<file path="src/rtl/sdl_pkg.sv">
package sdl_pkg;
  localparam int SEG_W  = 7;
  localparam int CODE_W = 4;
  localparam int ANN_W  = 2;

  typedef struct packed {
    logic             an2;
    logic             an1;
    logic [SEG_W-1:0] seg;
  } cell_t;
endpackage

</file>
<file path="src/rtl/sdl_sync.sv">
module sdl_sync #(
  parameter int               STAGES  = 2,
  parameter int               WIDTH   = 3,
  parameter logic [WIDTH-1:0] RST_VAL = '0
) (
  input  logic             clk,
  input  logic             rst_n,
  input  logic [WIDTH-1:0] async_i,
  output logic [WIDTH-1:0] sync_o
);
  logic [STAGES-1:0][WIDTH-1:0] chain_q;

  always_ff @(posedge clk or negedge rst_n) begin
    if (!rst_n) begin
      for (int i = 0; i < STAGES; i++) chain_q[i] <= RST_VAL;
    end else begin
      chain_q[0] <= async_i;
      for (int i = 1; i < STAGES; i++) chain_q[i] <= chain_q[i-1];
    end
  end

  assign sync_o = chain_q[STAGES-1];
endmodule

</file>
<file path="src/rtl/sdl_rx_ctrl.sv">
module sdl_rx_ctrl #(
  parameter int FRAME_W     = 10,
  parameter int ACCEPT_BITS = 8
) (
  input  logic               clk,
  input  logic               rst_n,
  input  logic               sclk_s,
  input  logic               wr_n_s,
  input  logic               data_s,
  output logic               ready_n,
  output logic               commit,
  output logic [FRAME_W-1:0] frame
);
  localparam int CNT_W = $clog2(FRAME_W + 1);
  localparam logic [CNT_W-1:0] CNT_FULL = CNT_W'(FRAME_W);
  localparam logic [CNT_W-1:0] CNT_ACC  = CNT_W'(ACCEPT_BITS);

  logic               sclk_prev_q, wr_prev_q;
  logic [CNT_W-1:0]   cnt_q, cnt_d;
  logic [FRAME_W-1:0] sr_q, sr_d;
  logic               clk_rise, wr_rise, enough;

  assign clk_rise = sclk_s & ~sclk_prev_q;
  assign wr_rise  = wr_n_s & ~wr_prev_q;
  assign enough   = (cnt_q >= CNT_ACC);

  // Next state: the strobe has priority over a data-clock edge.
  always_comb begin
    cnt_d = cnt_q;
    sr_d  = sr_q;
    if (wr_rise) begin
      cnt_d = '0;
      sr_d  = '0;
    end else if (clk_rise) begin
      if (cnt_q == CNT_FULL) begin
        cnt_d = '0;
        sr_d  = '0;
      end else begin
        cnt_d = cnt_q + 1'b1;
        sr_d  = {sr_q[FRAME_W-2:0], data_s};
      end
    end
  end

  always_ff @(posedge clk or negedge rst_n) begin
    if (!rst_n) begin
      sclk_prev_q <= 1'b0;
      wr_prev_q   <= 1'b1;
      cnt_q       <= '0;
      sr_q        <= '0;
    end else begin
      sclk_prev_q <= sclk_s;
      wr_prev_q   <= wr_n_s;
      cnt_q       <= cnt_d;
      sr_q        <= sr_d;
    end
  end

  assign ready_n = ~enough;
  assign commit  = wr_rise & enough;
  assign frame   = sr_q;

  a_r4_abort: assert property (@(posedge clk) disable iff (!rst_n)
    (clk_rise && !wr_rise && cnt_q == CNT_FULL) |=> (ready_n && sr_q == '0));
  a_r3_ready_at_eight: assert property (@(posedge clk) disable iff (!rst_n)
    (clk_rise && !wr_rise && cnt_q == CNT_ACC - 1'b1) |=> !ready_n);
  a_r5_strobe_clears: assert property (@(posedge clk) disable iff (!rst_n)
    wr_rise |=> (ready_n && cnt_q == '0));
  a_r11_strobe_wins: assert property (@(posedge clk) disable iff (!rst_n)
    (wr_rise && clk_rise) |=> (sr_q == '0));
  a_r2_shift_in: assert property (@(posedge clk) disable iff (!rst_n)
    (clk_rise && !wr_rise && cnt_q < CNT_FULL) |=> (sr_q[0] == $past(data_s)));
endmodule

</file>
<file path="src/rtl/sdl_codeb.sv">
module sdl_codeb
  import sdl_pkg::*;
(
  input  logic [CODE_W-1:0] code,
  output logic [SEG_W-1:0]  seg
);
  always_comb begin
    unique case (code)
      4'd0:  seg = 7'h3F;
      4'd1:  seg = 7'h06;
      4'd2:  seg = 7'h5B;
      4'd3:  seg = 7'h4F;
      4'd4:  seg = 7'h66;
      4'd5:  seg = 7'h6D;
      4'd6:  seg = 7'h7D;
      4'd7:  seg = 7'h07;
      4'd8:  seg = 7'h7F;
      4'd9:  seg = 7'h6F;
      4'd10: seg = 7'h40;
      4'd11: seg = 7'h79;
      4'd12: seg = 7'h76;
      4'd13: seg = 7'h38;
      4'd14: seg = 7'h73;
      default: seg = 7'h00;
    endcase
  end
endmodule

</file>
<file path="src/rtl/sdl_digit_store.sv">
module sdl_digit_store
  import sdl_pkg::*;
#(
  parameter int NUM_DIGITS = 10,
  parameter int ADDR_W     = 4
) (
  input  logic                        clk,
  input  logic                        rst_n,
  input  logic                        commit,
  input  logic [ANN_W+CODE_W+ADDR_W-1:0] frame,
  output logic [NUM_DIGITS*SEG_W-1:0] disp_seg,
  output logic [NUM_DIGITS*ANN_W-1:0] disp_ann
);
  localparam int FRAME_W = ANN_W + CODE_W + ADDR_W;

  logic [CODE_W-1:0] code;
  logic [ADDR_W-1:0] addr;
  logic              an1, an2;
  logic [SEG_W-1:0]  seg_new;
  cell_t             cell_new;
  cell_t [NUM_DIGITS-1:0] cells_q;

  // Field extraction: first-sent bit sits at the top of the frame.
  always_comb begin
    an1 = frame[FRAME_W-1];
    an2 = frame[FRAME_W-2];
    for (int i = 0; i < CODE_W; i++) code[i] = frame[FRAME_W-3-i];
    for (int i = 0; i < ADDR_W; i++) addr[i] = frame[ADDR_W-1-i];
  end

  sdl_codeb u_dec (.code(code), .seg(seg_new));

  assign cell_new = '{an2: an2, an1: an1, seg: seg_new};

  for (genvar d = 0; d < NUM_DIGITS; d++) begin : g_digit
    logic we;
    assign we = commit && (addr == ADDR_W'(d));
    always_ff @(posedge clk or negedge rst_n) begin
      if (!rst_n)  cells_q[d] <= '0;
      else if (we) cells_q[d] <= cell_new;
    end
    assign disp_seg[d*SEG_W +: SEG_W] = cells_q[d].seg;
    assign disp_ann[d*ANN_W]          = cells_q[d].an1;
    assign disp_ann[d*ANN_W + 1]      = cells_q[d].an2;
  end

  a_r8_bad_addr_hold: assert property (@(posedge clk) disable iff (!rst_n)
    (commit && int'(addr) >= NUM_DIGITS) |=> $stable(cells_q));
  a_r10_idle_hold: assert property (@(posedge clk) disable iff (!rst_n)
    !commit |=> $stable(cells_q));
endmodule

</file>
<file path="src/rtl/serial_digit_loader.sv">
module serial_digit_loader
  import sdl_pkg::*;
#(
  parameter int NUM_DIGITS  = 10,
  parameter int ADDR_W      = 4,
  parameter int SYNC_STAGES = 2
) (
  input  logic                        clk,
  input  logic                        rst_n,
  input  logic                        sdata,
  input  logic                        sclk,
  input  logic                        wr_n,
  output logic                        ready_n,
  output logic [NUM_DIGITS*SEG_W-1:0] disp_seg,
  output logic [NUM_DIGITS*ANN_W-1:0] disp_ann
);
  localparam int FRAME_W     = ANN_W + CODE_W + ADDR_W;
  localparam int ACCEPT_BITS = CODE_W + ADDR_W;

  logic [2:0]         pins_s;
  logic               commit;
  logic [FRAME_W-1:0] frame;

  // Bit 2: strobe (idle high), bit 1: data clock, bit 0: data.
  sdl_sync #(.STAGES(SYNC_STAGES), .WIDTH(3), .RST_VAL(3'b100)) u_sync (
    .clk(clk), .rst_n(rst_n),
    .async_i({wr_n, sclk, sdata}),
    .sync_o(pins_s)
  );

  sdl_rx_ctrl #(.FRAME_W(FRAME_W), .ACCEPT_BITS(ACCEPT_BITS)) u_rx (
    .clk(clk), .rst_n(rst_n),
    .sclk_s(pins_s[1]), .wr_n_s(pins_s[2]), .data_s(pins_s[0]),
    .ready_n(ready_n), .commit(commit), .frame(frame)
  );

  sdl_digit_store #(.NUM_DIGITS(NUM_DIGITS), .ADDR_W(ADDR_W)) u_store (
    .clk(clk), .rst_n(rst_n),
    .commit(commit), .frame(frame),
    .disp_seg(disp_seg), .disp_ann(disp_ann)
  );

  a_r1_reset_ready: assert property (@(posedge clk)
    !rst_n |=> ready_n);
endmodule

</file>
<file path="config.mk">
export PLATFORM = sky130hd
export DESIGN_NAME = serial_digit_loader
export DESIGN_NICKNAME = d
export VERILOG_FILES = /design/src/rtl/sdl_pkg.sv /design/src/rtl/sdl_sync.sv /design/src/rtl/sdl_rx_ctrl.sv /design/src/rtl/sdl_codeb.sv /design/src/rtl/sdl_digit_store.sv /design/src/rtl/serial_digit_loader.sv
export SDC_FILE = /design/constraint.sdc
export NUM_CORES = 1
export LEC_CHECK = 0
export ABC_AREA = 1
export BUFFER_PORTS_ARGS = -buffer_cell sky130_fd_sc_hd__buf_2
export CAP_MARGIN = 25
export CORE_UTILIZATION = 40
export DETAILED_ROUTE_END_ITERATION = 6
export MAX_ROUTING_LAYER = met4
export PLACE_DENSITY = 0.75
export SLEW_MARGIN = 25
export SYNTH_ARGS = -nofsm -noshare
export SYNTH_HDL_FRONTEND = slang
export SYNTH_HIERARCHICAL = 1
export SYNTH_SLANG_ARGS = --single-unit
</file>
<file path="constraint.sdc">
create_clock -name clk -period 1.85 [get_ports clk]
set_clock_uncertainty 0.1 [all_clocks]
set_input_delay 0.0925 -clock clk [delete_from_list [all_inputs] [get_ports clk]]
set_output_delay 0.0925 -clock clk [all_outputs]
set_load 0.02 [all_outputs]
</file>
==> summary.md <==
| Metric | Value |
|---|---|
| Run status | finished, final reports clean |
| Global route overflow | 0 |
| CTS root buffer | clkbuf_16 |
| VDD IR-drop max | 467 uV |
| Synth warn | 6 |
| Antenna Cells | 0 |
| Crit end category | register |
| Reg-to-Reg Start | u_sync/sync_o[2]$_DFF_PN1_ |
| DRC violations left | 0 |
| ANT nets after route | 0 |
| Clk_lat worst skew | 350 ps |
| Worst Path Required | 2040 ps |
| # rows | 40 |
| Largest net degree at the start of global routing | 63 |
| Clock buffer depth | 2 |
| Worst Reg-to-Reg Cells | 7 |
| Syn_nets | 601 |
| CTS H-Tree Depth | 3 |
| Cell Pwr Density | 740 nW/um^2 |
| Netlist cell types | 23 |
| Sequential fraction of the synthesis area | 0.548 |
| Slew @ Worst Pin | 614 ps |
| Initial drt markers | 350 |
| Hold slack | 63.2 ps |
| Vias per inst | 4.92 |
| Period utilisation layout | 0.919 |
| Fmax | 588 MHz |
| Final hold vios | 0 |
| Wire per inst | 14.4 um |
| Syn Inst Count | 586 |
| Multi-input logic area | 1970 um^2 |
| Die area | 13,300 um^2 |
| Core region area | 12,300 um^2 |
| Initial antenna violation count | 0 |
| Setup violations, final | 0 |
| Vias in the first global route | 4,032 |
| Finished Layout Cells | 864 |
| Worst-path clk slew | 70 ps |
| RD Place Congestion | 0.861 |
| Max-cap check violation count | 0 |
| Worst-path maximum fanout | 11 |
| Total number of vias | 4,251 |
| Unrepaired setup endpoints after global routing | no |
| Inserted Clock Buffers | 9 |
| Routed wire length | 12,500 um |
| Yosys reg bits | 112 |
| Clock Sink Count | 112 |
| Lkg Pwr | 3.46 nW |
| Hold crit path type | in2async |
| Fillers | 1,164 |
| Final number of max-transition violations | 0 |
| Synthesized area | 5120 um^2 |
| Die Y-Extent | 115 um |
| Die width | 115 um |
| Initial DRT Pass Iterations | 5 |
| Fin crit period | 1700 ps |
| Critical path class | reg2reg |
| CTS tree | yes |
| Starting Density | 0.418 |
| Relative slew slack | 0.591 |
| Syn_area_per_cell | 8.74 um^2 |
| Global-route wire length before repair | 20,100 um |
| Crit path DAT | 1890 ps |
| Crit path launch | u_sync/sync_o[2]$_DFF_PN1_ |
| Layout overhead on the synthesized area | 21.4% |
| Ports | 96 |
| Startpoint types | register |
| Tot Pwr | 4.60 mW |
| Area after DPL | 5880 um^2 |
| R2R Setup Slk | 150 ps |
| Placed Instances | 844 |
| Register area | 2810 um^2 |
| Total GRT Usage | 0.205 |
| Layout Utilization | 0.507 |
| Post-CTS setup buffers | 0 |
| Share of cells above drive strength 1 | 0.249 |
| Fin nets | 706 |
| IO Port Bufs | 95 |
| Post-DP HPWL | 8760 um |
| Final non-filler cell area | 6220 um^2 |
| Crit Reg-Reg Endpoint | u_store/disp_seg[45]$_DFFE_PN0P_ |
==> registers in the layout, summed over array words and instances (netlist names) <==
| register | flops |
|---|---|
| u_rx/sclk_prev_q | 1 |
| u_sync/chain_q | 3 |
| u_rx/wr_prev_q | 1 |
| u_store/disp_ann | 20 |
| u_store/disp_seg | 70 |
| u_rx/cnt_q | 4 |
| u_sync/sync_o | 3 |
| u_rx/frame | 10 |
==> timing repair <==
action                                  CTS  global route
hold buffers                              4             0
hold endpoints to repair                114             0
cloned                                    0             0
endpoints found under the setup margin    4            38
pin swaps                                 0             0
gates resized for setup                   1             7
==> cell families (layout without fill, tap and decap cells) <==
logic type,after synthesis,count (layout),synth area share
compound gates,45,45,0.0577
fa+ha+maj,10,10,0.0244
buf+inv,86,196,0.0716
flops,112,112,0.548
simple gates,333,333,0.298
==> final cells by class <==
| type | instances | share of cell area |
|---|---|---|
| clock buffer | 14 | 0.0441 |
| timing repair buffer | 124 | 0.118 |
| inverter | 56 | 0.0338 |
| tap | 168 | 0.0338 |
| multi-input combinational | 388 | 0.316 |
| clock inverter | 2 | 0.00201 |
| sequential | 112 | 0.452 |
==> per-stage QoR <==
| stage | setup TNS, ps | setup slack, ps |
|---|---|---|
| final | 0 | 150 |
| after global routing | 0 | 24.8 |
| after CTS | 0 | 19.1 |
| after detailed placement | -6.93 | -6.93 |
| after global placement | 0 | 34.8 |
| after floorplan | 0 | 81.9 |
==> synthesized netlist by cell type <==
library cell  number  area (um^2)
nand2_1          254          953
dfrtp_1          109         2730
inv_1             51          191
nand4_1           44          275
o21bai_1          28          210
clkbuf_1          16         60.1
ha_1              10          125
o21ai_1            9         45.0
buf_4              8         60.1
nor2_4             8         90.1
o21ai_0            8         40.0
nor2_1             7         26.3
nand3_1            6         30.0
inv_2              5         18.8
buf_2              4         20.0
nand3_2            4         40.0
nand3_4            4         70.1
dfstp_2            3         78.8
nand2_2            3         18.8
nor2_2             2         12.5
buf_6              1         11.3
clkbuf_2           1         5.00
nand2_4            1         11.3
==> metal layers <==
layer / GRT usage / up-vias / share of wire
li1: - / 2055 / -
met1: 0.258 / 2033 / 0.44
met2: 0.327 / 142 / 0.49
met3: 0.0427 / 21 / 0.054
met4: 0.0745 / 0 / 0.016
met5: - / - / 0
==> worst max path at each step <==
stage / endpoint / slack [ps] / cells after the start
detailed placement: u_store/disp_seg[0]$_DFFE_PN0P_ / -7 / 7
finish: u_store/disp_seg[45]$_DFFE_PN0P_ / 150 / 7
floorplan: u_store/disp_ann[10]$_DFFE_PN0P_ / 80 / 9
global placement: u_store/disp_seg[7]$_DFFE_PN0P_ / 30 / 7
CTS: u_store/disp_seg[6]$_DFFE_PN0P_ / 20 / 8
global route: u_store/disp_seg[5]$_DFFE_PN0P_ / 20 / 9
==> cells in the final DEF, fill, tap and decap left out <==
master         Yosys  layout
nand2_1          254     252
nand4_1           44      44
o21bai_1          28      28
nand2_4            1       1
clkbuf_1          16       2
inv_1             51      49
ha_1              10      10
dfrtp_2            0       2
nand2_2            3       5
clkinvlp_4         0       1
buf_4              8      23
dfstp_2            3       3
buf_2              4      94
buf_12             0       2
nand3_2            4       5
o21ai_0            8       8
dlygate4sd3_1      0       4
o21ai_1            9       9
dfrtp_1          109     107
nor2_2             2       3
nor2_4             8       9
clkinv_2           0       1
buf_6              1       1
nor2_1             7       5
nand3_1            6       5
clkbuf_8           0       3
nand3_4            4       4
clkbuf_16          0       9
inv_2              5       7
==> worst max-delay path: stages (launching register included) <==
cell     delay [ps]
dfstp_2         540
nand2_2          70
nor2_4          150
nand3_2         150
buf_4           210
nor2_4          210
nand2_1         130
nand2_1          90
==> power by group <==
part | leakage, nW | switching, mW | total [mW] | internal (mW)
Combinational | 1.79 | 0.174 | 0.240 | 0.0664
Clock | 0.139 | 0.830 | 1.85 | 1.02
Sequential | 1.54 | 0.0302 | 2.51 | 2.48
Power figures use the tool's default switching activity.
